### config.mk
export PLATFORM = sky130hd
export DESIGN_NAME = asram_ctrl
export DESIGN_NICKNAME = d
export VERILOG_FILES = /design/src/rtl/asram_ctrl_pkg.sv /design/src/rtl/asram_ctrl_timer.sv /design/src/rtl/asram_ctrl_seq.sv /design/src/rtl/asram_ctrl_pins.sv /design/src/rtl/asram_ctrl.sv
export SDC_FILE = /design/constraint.sdc
export NUM_CORES = 1
export LEC_CHECK = 0
export ABC_AREA = 1
export BUFFER_PORTS_ARGS = -buffer_cell sky130_fd_sc_hd__buf_2
export CAP_MARGIN = 20
export CORE_MARGIN = 1.5
export CORE_UTILIZATION = 50
export CTS_BUF_LIST = sky130_fd_sc_hd__clkbuf_8
export CTS_CLUSTER_DIAMETER = 200
export DETAILED_ROUTE_END_ITERATION = 12
export PLACE_DENSITY = 0.82
export SYNTH_ARGS = -nofsm -noshare
export SYNTH_HDL_FRONTEND = slang
export SYNTH_SLANG_ARGS = --single-unit
### constraint.sdc
create_clock -name clk -period 1.7 [get_ports clk]
set_clock_uncertainty 0.05 [all_clocks]
set_input_delay 0.34 -clock clk [delete_from_list [all_inputs] [get_ports clk]]
set_output_delay 0.34 -clock clk [all_outputs]
set_load 0.1 [all_outputs]
### src/rtl/asram_ctrl_pkg.sv
package asram_ctrl_pkg;

  typedef enum logic [2:0] {
    ST_IDLE   = 3'd0,
    ST_TURN   = 3'd1,
    ST_WPULSE = 3'd2,
    ST_WHOLD  = 3'd3,
    ST_READ   = 3'd4
  } seq_state_e;

  typedef struct packed {
    logic sel;
    logic rd;
    logic wr;
    logic drive;
  } strobe_t;

  // Smallest cycle count covering ns, at least one cycle.
  function automatic int unsigned ns_to_cycles(input int unsigned ns,
                                               input int unsigned period);
    int unsigned c;
    c = (ns + period - 1) / period;
    return (c == 0) ? 1 : c;
  endfunction

  function automatic int unsigned max2(input int unsigned a, input int unsigned b);
    return (a > b) ? a : b;
  endfunction

  // Hold cycles after the write strobe so the full write cycle is met.
  function automatic int unsigned hold_cycles(input int unsigned wc,
                                              input int unsigned pulse);
    return (wc > pulse) ? (wc - pulse) : 1;
  endfunction

  // Pin strobes that belong to each sequencer state.
  function automatic strobe_t strobes_for(input seq_state_e s);
    strobe_t r;
    r = '0;
    case (s)
      ST_WPULSE: begin r.sel = 1'b1; r.wr = 1'b1; r.drive = 1'b1; end
      ST_WHOLD:  begin r.sel = 1'b1; end
      ST_READ:   begin r.sel = 1'b1; r.rd = 1'b1; end
      default:   r = '0;
    endcase
    return r;
  endfunction

endpackage

### src/rtl/asram_ctrl_timer.sv
module asram_ctrl_timer #(
  parameter int unsigned CNT_W = 2
) (
  input  logic             clk,
  input  logic             rst_n,
  input  logic             load,
  input  logic [CNT_W-1:0] load_val,
  output logic             last
);

  logic [CNT_W-1:0] cnt_q;

  always_ff @(posedge clk or negedge rst_n) begin
    if (!rst_n) begin
      cnt_q <= '0;
    end else if (load) begin
      cnt_q <= load_val;
    end else if (cnt_q > CNT_W'(1)) begin
      cnt_q <= cnt_q - CNT_W'(1);
    end
  end

  assign last = (cnt_q == CNT_W'(1));

  // a loaded count runs down by one per cycle until its final cycle
  a_r10_countdown: assert property (@(posedge clk) disable iff (!rst_n)
    (!load && cnt_q > CNT_W'(1)) |=> (cnt_q == $past(cnt_q) - CNT_W'(1)));

endmodule

### src/rtl/asram_ctrl_seq.sv
module asram_ctrl_seq
  import asram_ctrl_pkg::*;
#(
  parameter int unsigned N_RD   = 2,
  parameter int unsigned N_PWE  = 2,
  parameter int unsigned N_WH   = 1,
  parameter int unsigned N_TURN = 1,
  parameter int unsigned CNT_W  = 2
) (
  input  logic             clk,
  input  logic             rst_n,
  input  logic             req,
  input  logic             req_we,
  input  logic             tmr_last,
  output seq_state_e       state_nxt,
  output logic             tmr_load,
  output logic [CNT_W-1:0] tmr_val,
  output logic             accept,
  output logic             rd_done,
  output logic             wr_done,
  output logic             busy
);

  seq_state_e state_q;
  logic       last_rd_q;

  assign accept  = (state_q == ST_IDLE) && req;
  assign rd_done = (state_q == ST_READ) && tmr_last;
  assign wr_done = (state_q == ST_WHOLD) && tmr_last;
  assign busy    = (state_q != ST_IDLE);

  always_comb begin
    state_nxt = state_q;
    case (state_q)
      ST_IDLE: begin
        if (req) begin
          if (!req_we)        state_nxt = ST_READ;
          else if (last_rd_q) state_nxt = ST_TURN;
          else                state_nxt = ST_WPULSE;
        end
      end
      ST_TURN:   if (tmr_last) state_nxt = ST_WPULSE;
      ST_WPULSE: if (tmr_last) state_nxt = ST_WHOLD;
      ST_WHOLD:  if (tmr_last) state_nxt = ST_IDLE;
      ST_READ:   if (tmr_last) state_nxt = ST_IDLE;
      default:   state_nxt = ST_IDLE;
    endcase
  end

  always_comb begin
    case (state_nxt)
      ST_TURN:   tmr_val = CNT_W'(N_TURN);
      ST_WPULSE: tmr_val = CNT_W'(N_PWE);
      ST_WHOLD:  tmr_val = CNT_W'(N_WH);
      ST_READ:   tmr_val = CNT_W'(N_RD);
      default:   tmr_val = '0;
    endcase
  end

  assign tmr_load = (state_nxt != state_q);

  always_ff @(posedge clk or negedge rst_n) begin
    if (!rst_n) begin
      state_q   <= ST_IDLE;
      last_rd_q <= 1'b0;
    end else begin
      state_q <= state_nxt;
      if (rd_done)                  last_rd_q <= 1'b1;
      else if (state_nxt == ST_WPULSE) last_rd_q <= 1'b0;
    end
  end

  // an operation in flight is never replaced by a new acceptance
  a_r9_no_restart: assert property (@(posedge clk) disable iff (!rst_n)
    (busy && !rd_done && !wr_done) |=> busy);

endmodule

### src/rtl/asram_ctrl_pins.sv
module asram_ctrl_pins
  import asram_ctrl_pkg::*;
#(
  parameter int unsigned ADDR_W = 13,
  parameter int unsigned DATA_W = 8,
  parameter int unsigned N_RD   = 2,
  parameter int unsigned N_PWE  = 2,
  parameter int unsigned N_TURN = 1
) (
  input  logic              clk,
  input  logic              rst_n,
  input  seq_state_e        state_nxt,
  input  logic              accept,
  input  logic              rd_done,
  input  logic              wr_done,
  input  logic [ADDR_W-1:0] host_addr,
  input  logic [DATA_W-1:0] host_wdata,
  input  logic [DATA_W-1:0] mem_dq_i,
  output logic [ADDR_W-1:0] mem_addr,
  output logic              mem_en_n,
  output logic              mem_en,
  output logic              mem_rden_n,
  output logic              mem_wren_n,
  output logic [DATA_W-1:0] mem_dq_o,
  output logic              mem_dq_oe,
  output logic [DATA_W-1:0] rdata,
  output logic              rvalid,
  output logic              wdone
);

  strobe_t stb_nxt;
  assign stb_nxt = strobes_for(state_nxt);

  always_ff @(posedge clk or negedge rst_n) begin
    if (!rst_n) begin
      mem_addr   <= '0;
      mem_dq_o   <= '0;
      mem_en_n   <= 1'b1;
      mem_en     <= 1'b0;
      mem_rden_n <= 1'b1;
      mem_wren_n <= 1'b1;
      mem_dq_oe  <= 1'b0;
      rdata      <= '0;
      rvalid     <= 1'b0;
      wdone      <= 1'b0;
    end else begin
      if (accept) begin
        mem_addr <= host_addr;
        mem_dq_o <= host_wdata;
      end
      mem_en_n   <= !stb_nxt.sel;
      mem_en     <= stb_nxt.sel;
      mem_rden_n <= !stb_nxt.rd;
      mem_wren_n <= !stb_nxt.wr;
      mem_dq_oe  <= stb_nxt.drive;
      rvalid     <= rd_done;
      wdone      <= wr_done;
      if (rd_done) rdata <= mem_dq_i;
    end
  end

  // Run-length observers of the pin strobes, used by the checks below.
  logic [7:0] wr_low_run, rd_low_run, rd_high_run;

  always_ff @(posedge clk or negedge rst_n) begin
    if (!rst_n) begin
      wr_low_run  <= '0;
      rd_low_run  <= '0;
      rd_high_run <= '0;
    end else begin
      wr_low_run  <= mem_wren_n ? 8'd0 : wr_low_run + 8'd1;
      rd_low_run  <= mem_rden_n ? 8'd0 : rd_low_run + 8'd1;
      rd_high_run <= !mem_rden_n ? 8'd0 :
                     (rd_high_run == 8'hFF) ? rd_high_run : rd_high_run + 8'd1;
    end
  end

  a_r2_no_overlap: assert property (@(posedge clk) disable iff (!rst_n)
    !(!mem_rden_n && !mem_wren_n));

  a_r2_drive_in_pulse: assert property (@(posedge clk) disable iff (!rst_n)
    mem_dq_oe |-> (!mem_wren_n && !mem_en_n && mem_en));

  a_r3_pulse_len: assert property (@(posedge clk) disable iff (!rst_n)
    $rose(mem_wren_n) |-> (wr_low_run == 8'(N_PWE)));

  a_r3_data_steady: assert property (@(posedge clk) disable iff (!rst_n)
    (!mem_wren_n && $past(!mem_wren_n)) |-> $stable(mem_dq_o));

  a_r4_addr_stable: assert property (@(posedge clk) disable iff (!rst_n)
    (!mem_en_n && $past(!mem_en_n)) |-> $stable(mem_addr));

  a_r5_hold_after_rise: assert property (@(posedge clk) disable iff (!rst_n)
    $rose(mem_wren_n) |-> (!mem_en_n && mem_en && !mem_dq_oe));

  a_r6_read_len: assert property (@(posedge clk) disable iff (!rst_n)
    $rose(mem_rden_n) |-> (rd_low_run == 8'(N_RD)));

  a_r6_rvalid_after_read: assert property (@(posedge clk) disable iff (!rst_n)
    rvalid |-> ($past(!mem_rden_n) && mem_rden_n));

  a_r7_turn_gap: assert property (@(posedge clk) disable iff (!rst_n)
    $fell(mem_wren_n) |-> (rd_high_run >= 8'(N_TURN + 1)));

  a_r8_rvalid_single: assert property (@(posedge clk) disable iff (!rst_n)
    rvalid |=> !rvalid);

  a_r8_wdone_single: assert property (@(posedge clk) disable iff (!rst_n)
    wdone |=> !wdone);

  a_r8_exclusive: assert property (@(posedge clk) disable iff (!rst_n)
    !(rvalid && wdone));

endmodule

### src/rtl/asram_ctrl.sv
module asram_ctrl
  import asram_ctrl_pkg::*;
#(
  parameter int unsigned ADDR_W    = 13,
  parameter int unsigned DATA_W    = 8,
  parameter int unsigned CLK_NS    = 10,
  parameter int unsigned T_AA_NS   = 20,
  parameter int unsigned T_DOE_NS  = 10,
  parameter int unsigned T_PWE_NS  = 15,
  parameter int unsigned T_AW_NS   = 15,
  parameter int unsigned T_SD_NS   = 10,
  parameter int unsigned T_WC_NS   = 20,
  parameter int unsigned T_HZOE_NS = 8
) (
  input  logic              clk,
  input  logic              rst_n,
  input  logic              req,
  input  logic              req_we,
  input  logic [ADDR_W-1:0] req_addr,
  input  logic [DATA_W-1:0] req_wdata,
  output logic              busy,
  output logic [DATA_W-1:0] rdata,
  output logic              rvalid,
  output logic              wdone,
  output logic [ADDR_W-1:0] mem_addr,
  output logic              mem_en_n,
  output logic              mem_en,
  output logic              mem_rden_n,
  output logic              mem_wren_n,
  output logic [DATA_W-1:0] mem_dq_o,
  output logic              mem_dq_oe,
  input  logic [DATA_W-1:0] mem_dq_i
);

  localparam int unsigned N_RD   = max2(ns_to_cycles(T_AA_NS, CLK_NS),
                                        ns_to_cycles(T_DOE_NS, CLK_NS));
  localparam int unsigned N_PWE  = max2(max2(ns_to_cycles(T_PWE_NS, CLK_NS),
                                             ns_to_cycles(T_AW_NS, CLK_NS)),
                                        ns_to_cycles(T_SD_NS, CLK_NS));
  localparam int unsigned N_WH   = hold_cycles(ns_to_cycles(T_WC_NS, CLK_NS), N_PWE);
  localparam int unsigned N_TURN = ns_to_cycles(T_HZOE_NS, CLK_NS);
  localparam int unsigned N_MAX  = max2(max2(N_RD, N_PWE), max2(N_WH, N_TURN));
  localparam int unsigned CNT_W  = $clog2(N_MAX + 1);

  seq_state_e       state_nxt;
  logic             tmr_load, tmr_last;
  logic [CNT_W-1:0] tmr_val;
  logic             accept, rd_done, wr_done;

  asram_ctrl_timer #(.CNT_W(CNT_W)) u_timer (
    .clk      (clk),
    .rst_n    (rst_n),
    .load     (tmr_load),
    .load_val (tmr_val),
    .last     (tmr_last)
  );

  asram_ctrl_seq #(
    .N_RD(N_RD), .N_PWE(N_PWE), .N_WH(N_WH), .N_TURN(N_TURN), .CNT_W(CNT_W)
  ) u_seq (
    .clk       (clk),
    .rst_n     (rst_n),
    .req       (req),
    .req_we    (req_we),
    .tmr_last  (tmr_last),
    .state_nxt (state_nxt),
    .tmr_load  (tmr_load),
    .tmr_val   (tmr_val),
    .accept    (accept),
    .rd_done   (rd_done),
    .wr_done   (wr_done),
    .busy      (busy)
  );

  asram_ctrl_pins #(
    .ADDR_W(ADDR_W), .DATA_W(DATA_W),
    .N_RD(N_RD), .N_PWE(N_PWE), .N_TURN(N_TURN)
  ) u_pins (
    .clk        (clk),
    .rst_n      (rst_n),
    .state_nxt  (state_nxt),
    .accept     (accept),
    .rd_done    (rd_done),
    .wr_done    (wr_done),
    .host_addr  (req_addr),
    .host_wdata (req_wdata),
    .mem_dq_i   (mem_dq_i),
    .mem_addr   (mem_addr),
    .mem_en_n   (mem_en_n),
    .mem_en     (mem_en),
    .mem_rden_n (mem_rden_n),
    .mem_wren_n (mem_wren_n),
    .mem_dq_o   (mem_dq_o),
    .mem_dq_oe  (mem_dq_oe),
    .rdata      (rdata),
    .rvalid     (rvalid),
    .wdone      (wdone)
  );

  a_r9_busy_addr_hold: assert property (@(posedge clk) disable iff (!rst_n)
    busy |=> $stable(mem_addr));

  a_r8_busy_clears: assert property (@(posedge clk) disable iff (!rst_n)
    (rvalid || wdone) |-> !busy);

endmodule

# Word-level counts from Yosys, hierarchy flattened
# Cells that the tools add are included.
[word_totals]
regBits = 42
output_inout_bits = 37
inputBits = 33
elab_cells = 54
[op_classes]
addsub = 1
n_eq_ne = 10
n_lt_le_gt_ge = 1
reduce_logical = 14
muxes = 15
[op_table]
columns = ["cell", "n"]
rows = [
  ["two-way mux 3 bit", 5],
  ["equality test 3 x 2 -> 1 bit, second input constant", 4],
  ["one-hot mux 3 bit (4 select lines)", 1],
  ["two-way mux 2 bit", 4],
  ["equality test 3 x 1 -> 1 bit, second input constant", 2],
  ["equality test 3 bit, second input constant", 2],
  ["OR reduction 2 bit", 3],
  ["two-way mux 1 bit", 4],
  ["one-hot mux 2 bit (2 select lines)", 1],
  ["nonzero test 2 bit", 2],
  ["logical AND 1 bit", 3],
  ["logical NOT 1 bit", 3],
  ["logical NOT 3 bit", 1],
  ["inequality test 3 bit", 1],
  ["nonzero test 3 bit", 1],
  ["OR reduction 3 bit", 1],
  ["equality test 2 x 1 -> 1 bit, second input constant", 1],
  ["greater-than comparator 2 x 1 -> 1 bit, second input constant", 1],
  ["subtractor 2 x 1 -> 2 bit, second input constant", 1],
]

# Depth between registers and ports, before layout
# Gate-level depths: netlist (run 1).
[logic_depth]
ltp_word = 8
mapped_depth = 12

# By module
# A second synthesis (run 1) with hierarchy kept.
[hier_totals]
cells_unflattened = 212
area_unflattened_um2 = 1825.5
[modules_own_cells]
columns = ["module", "cells_each", "area_each_um2", "n_inst", "seq_area_each_um2"]
rows = [
  ["asram_ctrl_pins", 138, 1333.8, 1, 904.6],
  ["asram_ctrl_seq", 55, 365.4, 1, 100.1],
  ["asram_ctrl_timer", 19, 126.4, 1, 50.0],
]

# Worst setup path after synthesis (run 1)
# OpenSTA, ideal clock, no wires.
[synth_path]
kind = "register to register"
startpoint = "register u_seq.state_q[0]"
endpoint = "register u_timer.cnt_q[1]"
arrival_time_ns = 1.375
slack_ns = 0.162
path_buffers = 1
stages_incl_launch_ff = 12
synth_period_minus_slack_ns = 1.538
path_cell_list = "dfrtp_1 buf_6 nor2_4 nand2_4 inv_4 nand2_2 nand2_2 inv_2 a21oi_2 nand2_1 nand2_1 inv_1"
[synth_via]
elab_chain_len = 7
word_cells_on_any_way = 21
classes_between = "eq/ne (9); mux (7); reduce/logical (5)"
[synth_rtl]
columns = ["item", "line", "source"]
rows = [
  ["from (decl)", "asram_ctrl_seq.sv:24", "seq_state_e state_q;"],
  ["from (signal assigned)", "asram_ctrl_seq.sv:67", "state_q <= state_nxt;"],
  ["equality test 3 x 2 -> 1 bit or equality test 3 bit (tied branches)", "asram_ctrl_seq.sv:34", "case (state_q)"],
  ["OR reduction 2 bit (no source line)", "-", ""],
  ["one-hot mux 3 bit (4 select lines) (*)", "asram_ctrl_seq.sv:34", ""],
  ["named net state_nxt[0]", "asram_ctrl.sv:45", "seq_state_e state_nxt;"],
  ["equality test 3 x 2 -> 1 bit (tied with other cells)", "asram_ctrl_seq.sv:51", "case (state_nxt)"],
  ["OR reduction 2 bit (no source line)", "-", ""],
  ["one-hot mux 2 bit (2 select lines)", "asram_ctrl_seq.sv:51", ""],
  ["two-way mux 2 bit", "asram_ctrl_timer.sv:16", "end else if (load) begin"],
  ["to (signal assigned)", "asram_ctrl_timer.sv:17", "cnt_q <= load_val;"],
  ["to (signal assigned)", "asram_ctrl_timer.sv:19", "cnt_q <= cnt_q - CNT_W'(1);"],
  ["to (decl)", "asram_ctrl_timer.sv:11", "logic [CNT_W-1:0] cnt_q;"],
]
# Mark *: on every way through the listed nets, which the timed path passes. The rest lies on a longest branch.
# A chain may end at the register's enable or synchronous reset.

# Worst setup path after layout (run 1)
[layout_path]
startpoint = "register u_seq.state_q[0]"
endpoint = "output port busy"
[layout_via]
elab_chain_len = 1
[layout_rtl]
columns = ["item", "line", "source"]
rows = [
  ["nonzero test 3 bit", "asram_ctrl_seq.sv:30", "assign busy = (state_q != ST_IDLE);"],
  ["to (decl)", "asram_ctrl.sv:21", "output logic busy,"],
]
# Every way passes these cells.

==> flow_summary.toml, run 1 <==
[die]
die_area_um2 = 3973
initial_utilization = 0.5316
io_pins = 70
die_width_um = 63.03
coreArea_um2 = 3390
fp.dieH_um = 63.03
row_count = 21

[setup_path]
crit_path_max_incr_delay_ps = 500
critical_path_class = "flip-flop to output port"
crit_fanout = 7
worst_setup_path_start_kind = "flip-flop"
end_kind = "output port"
crit_path_cell_trace = "nor2_4 > nand2_4 > buf_12"
ff2ff_setup_slack_ps = 90
cp_num_buf_inv = 1
critPathArrivalTime_ps = 1240
worst_ep_required_time_ps = 1310
worst_setup_path_startpoint = "u_seq.state_q[0]"
critical_path.reg2reg.startpoint = "u_timer.cnt_q[1]"
cp_top_family = "flip-flops"
crit_slowest_cell = "dfrtp_1"

[route]
postRouteWirelength_um = 3505
drtIter0Drc = 58
drc_violations = 0
drtAntennaViolNets = 0
route.detailed.vias_per_inst = 4.575
dr.pass1.iters = 4
mean_routed_wirelength_per_cell_um = 10.89
via_count = 1473

[grt]
initial_antenna_violation_count = 0
first_global_vias = 1361
grt_use_total = 0.1949
grt_pass1_wl_um = 6037
overflow = 0
grt_max_degree = 24

[cells_and_area]
area_growth_pct = 28.96
nets = 309
drive_above_1_share = 0.3949
num_antenna_cells = 0
final.fill_count = 274
final_common_cell = "nand2_1"
mostFrequentLayoutCells = "nand2_1 (98), buf_2 (68), dfrtp_1 (39)"

[timing]
hold_violations = 0
final-max-slew-violation-count = 0
timing.final.crit_period_ps = 1630
grt_setup_unrepaired = "false"
tns_ps = 0
maxClockFrequency_mhz = 613.4
tightestPinTransition_ps = 496.1
slew-limit-headroom = 0.6715
finalCritPeriodShare = 0.9590
report.final.setup_viol = 0

[synthesis]
synthDominantCellAreaShare = 0.5417
synthesis.area_per_instance_um2 = 9.009
synth_cells = 200
post-synth-top-area-cell = "dfrtp_1"
ys_seq_area_frac = 0.5854
synth-seq-cells = 42
synthDistinctLibCells = 27
synth.area.top_cells = "dfrtp_1 (54%), nand2_1 (20%), dfstp_2 (4.4%), inv_1 (2.1%), inv_2 (1.9%)"
yosys_warnings = 0
netlist_area_um2 = 1802
mappedNetlistNets = 234

[cts]
cts_root_buffer = "clkbuf_8"
postCtsResizedCells = 0
cts-root-to-sink-buffers = 2
cts_tree = "yes"
clkSinkCount = 42
htree_levels = 2
worstSkewPairLatency_ps = 290
cts.clk_slew.worst_paths_ps = 80
tritoncts.num_buffers = 5

[hold_path]
startpoint_of_the_lowest_slack_hold_path = "req_addr[9]"
hold_path.class = "input pin to flip-flop"

[flow_run]
max_cap_viol_count = 0

[status]
outcome = "finished clean"

[place]
post-dp-hpwl_um = 2636
number_of_buffers_inserted_by_port_buffering = 69
routabilityCongestion = 0.8173
kinds of logic (layout without fill, tap and decap cells):
group	after synthesis	after routing	share of synthesized area
DFF	42	42	0.5854
adders and majority gates	1	1	0.006943
buffers and inverters	25	101	0.06319
xor gates and xnor gates	1	1	0.004862
AOI/OAI and AO/OA	7	7	0.03055
and+or+nand+nor	124	124	0.3090
registers in the layout (all words and copies together), names as in the netlist:
name / flops
u_pins.mem_en_n: 1
u_seq.state_q: 3
u_pins.mem_dq_o: 8
u_pins.mem_en: 1
u_pins.mem_addr: 13
u_pins.mem_rden_n: 1
u_pins.rdata: 8
u_pins.mem_dq_oe: 1
u_pins.mem_wren_n: 1
u_timer.cnt_q: 2
u_pins.rvalid: 1
u_seq.last_rd_q: 1
u_pins.wdone: 1
stage by stage:
stage                     hold slack [ps]  worst slack, ps  cells  utilization  instance area (µm²)
final                               189.8            69.77    322       0.6855                 2323
after global routing                190.5            11.45    322       0.6855                 2323
after floorplan                    -5.591            161.7    200            -                 1802
after CTS                           181.7            54.23    322       0.6855                 2323
after global placement              266.0            188.6    313       0.6545                 2218
after detailed placement            270.5            128.1    313       0.6545                 2218
final cells by class:
cell class,count,area [µm²],area share
multi-input combinational,133,633.1,0.2725
tap,46,57.56,0.02477
timing repair buffer,73,405.4,0.1745
inverter,20,77.57,0.03339
clock inverter,2,12.51,0.005385
clock buffer,6,82.58,0.03554
sequential,42,1055,0.4540
metal layers:
metal / up-vias / global-route usage / wire length (µm)
li1: 758 / - / -
met4: 0 / 0.06667 / 39
met2: 43 / 0.3138 / 1662
met1: 667 / 0.2518 / 1620
met5: - / 0 / 0
met3: 5 / 0.05766 / 183
path summary, 6_finish.rpt:
path | cells past startpoint | end
max | 3 | busy
min in group asynchronous | 2 | u_pins.mem_addr[9]
max in group asynchronous | 3 | u_pins.mem_rden_n
min | 3 | u_pins.mem_addr[9]
min reg2reg | 2 | u_pins.rdata[4]
max reg2reg | 9 | u_timer.cnt_q[1]
worst register-to-register path, stage by stage (launching register included):
cell,delay [ps]
dfrtp_1,390
inv_1,60
ha_1,240
inv_2,100
o211ai_1,230
nand2_2,140
a21oi_2,150
nand2_1,60
nand2_1,50
inv_1,40
synth_stat cells (all sizes together):
cell type / number
a21oi: 2
buf: 5
dfrtp: 39
dfstp: 3
ha: 1
inv: 20
nand2: 104
nand3: 6
nand4: 3
nor2: 9
nor3: 2
o211ai: 2
o21ai: 3
xor2: 1
what timing repair did:
item / CTS / global route
hold buffers: 1 / 0
setup buffers: 0 / 0
hold endpoints to repair: 18 / 0
Power of run 1 is not shown: default switching activity piles up to over one toggle a cycle in this logic, so the estimate is an artifact.
==> run 2, diff against run 1 <==
- CORE_ASPECT_RATIO: default -> 2
- RECOVER_POWER: default -> 100
- clock period: 1.7 -> 1.5 ns (I/O delays scaled with it)
==> run 2 against run 1 <==
Effect of this change:
- the flow now finishes with violations (setup timing)
- wire length increased by 14%
- core utilization rose by 5.4 points
- global-route usage is 3.3 points higher
- largest cell class unchanged
- die area grew 0.54%
==> flow_summary.toml, run 2 (synthesized netlist as in run 1, its figures left out) <==
[die]
initial_utilization = 0.5275
fp.dieH_um = 87.89
die_width_um = 45.45
die_area_um2 = 3994
coreArea_um2 = 3416
io_pins = 70
row_count = 30

[timing]
maxClockFrequency_mhz = 662.6
postLayoutSetupSlackWorst_ps = -9.231
grt_setup_unrepaired = "true"
hold_violations = 0
tightestPinTransition_ps = 924.4
final-max-slew-violation-count = 0
report.final.setup_viol = 1
finalCritPeriodShare = 1.006
slew-limit-headroom = 0.3838
timing.final.crit_period_ps = 1509

[route]
postRouteWirelength_um = 3995
drtAntennaViolNets = 0
wl_met3_um = 139
drtIter0Drc = 17
via_count = 1537
route.detailed.vias_per_inst = 4.588
route.layer.met1.wl_um = 1421
dr.pass1.iters = 4
drc_violations = 0
wl_met2_um = 2302
topRoutingLayerUsed = "met4"
mean_routed_wirelength_per_cell_um = 11.93

[place]
post-dp-hpwl_um = 3060
numPlacedInstances = 320
number_of_buffers_inserted_by_port_buffering = 69
routabilityCongestion = 0.8965

[cells_and_area]
final.fill_count = 253
flip_flop_count_of_the_largest_register_all_copies_and_words_added = 13
final_common_cell = "nand2_1"
drive_above_1_share = 0.4530
final-instance-count-excl-fill = 335
mostFrequentLayoutCells = "nand2_1 (95), buf_2 (64), dfrtp_1 (37)"
nets = 320
num_antenna_cells = 0
area_growth_pct = 40.14
reg_top3 = "u_pins.mem_addr x13, u_pins.mem_dq_o x8, u_pins.rdata x8"
max_flop_register = "u_pins.mem_addr"

[cts]
htree_levels = 2
clkSinkCount = 42
tritoncts.num_buffers = 5
cts_tree = "yes"
cts-root-to-sink-buffers = 2
cts_root_buffer = "clkbuf_8"
cts.clk_slew.worst_paths_ps = 80
worstSkewPairLatency_ps = 290

[grt]
grt_use_total = 0.2277
initial_antenna_violation_count = 0
grt_max_degree = 28
grt_pass1_wl_um = 6610
first_global_vias = 1557
overflow = 0

[setup_path]
critPathArrivalTime_ps = 1160
crit_path_max_incr_delay_ps = 440
cp_top_family = "flip-flops"
critical_path_class = "flip-flop to output port"
crit_slowest_cell = "dfrtp_2"
crit_fanout = 3
worst_setup_path_start_kind = "flip-flop"
cp_num_buf_inv = 1
crit_path_cell_trace = "nor2_4 > nand2_8 > buf_12"
worst_ep_required_time_ps = 1150
end_kind = "output port"

[status]
violated_checks = "setup timing"
outcome = "finished with violations"

[flow_run]
max_cap_viol_count = 0

[hold_path]
hold_path.class = "input pin to flip-flop"
## run 2: cell types whose count changed in the layout (fill, tap and decap cells not counted), sizes merged
cell / previous run / this run
buf: 72 / 82
bufinv: 0 / 1
clkinv: 0 / 3
inv: 22 / 19
## run 2: layout make-up
cell class / instances / area (µm²) / share of cell area
clock inverter: 3 / 40.04 / 0.01586
sequential: 42 / 1057 / 0.4187
clock buffer: 5 / 68.82 / 0.02725
tap: 48 / 60.06 / 0.02379
timing repair buffer: 84 / 531.8 / 0.2106
inverter: 20 / 81.33 / 0.03221
multi-input combinational: 133 / 685.7 / 0.2716
## run 2: through the flow
stage	area [µm²]	setup slack (ps)	hold slack [ps]	utilization	setup TNS (ps)
after detailed placement	2312	-52.82	192.5	0.6769	-99.70
after global routing	2525	-90.51	149.6	0.7392	-214.6
after global placement	2312	13.35	191.0	0.6769	0
after floorplan	1810	3.713	-45.59	-	0
after CTS	2469	-2.004	142.4	0.7227	-2.004
final	2525	-9.231	143.9	0.7392	-9.231
## run 2: routing by layer
layer,track usage,vias up
met5,0,-
met4,0.1257,0
met3,0.04330,11
met2,0.3944,42
met1,0.2462,710
li1,-,774
## run 2: worst paths after layout
path | from | to | slack, ps | depth (start not counted)
setup reg to reg | u_timer.cnt_q[1] | u_timer.cnt_q[1] | 40 | 12
max in group asynchronous | rst_n | u_pins.mem_dq_o[4] | 150 | 3
hold reg to reg | u_pins.rdata[6] | u_pins.rdata[6] | 420 | 2
setup / recovery | u_seq.state_q[1] | busy | -9 | 3
hold / removal | req_wdata[7] | u_pins.mem_dq_o[7] | 140 | 3
min in group asynchronous | rst_n | u_timer.cnt_q[1] | 610 | 2
## run 2: worst reg2reg max path, stage by stage, from the launching register on
cell and delay (ps):
dfrtp_1 380, inv_2 60, ha_4 180, inv_4 70, nand3_2 100, nand2_2 80, inv_2 50, nand2_4 70
inv_2 50, a21oi_2 120, nand2_1 60, nand2_1 60, inv_1 40
## run 2: repair_timing
item,CTS,global route
endpoints found under the hold margin,12,0
hold buffers,1,0
pin swaps,2,8
setup endpoints to repair,5,11
resized for setup,4,11
buffers inserted,3,3
Power of run 2 is left out for the same reason.
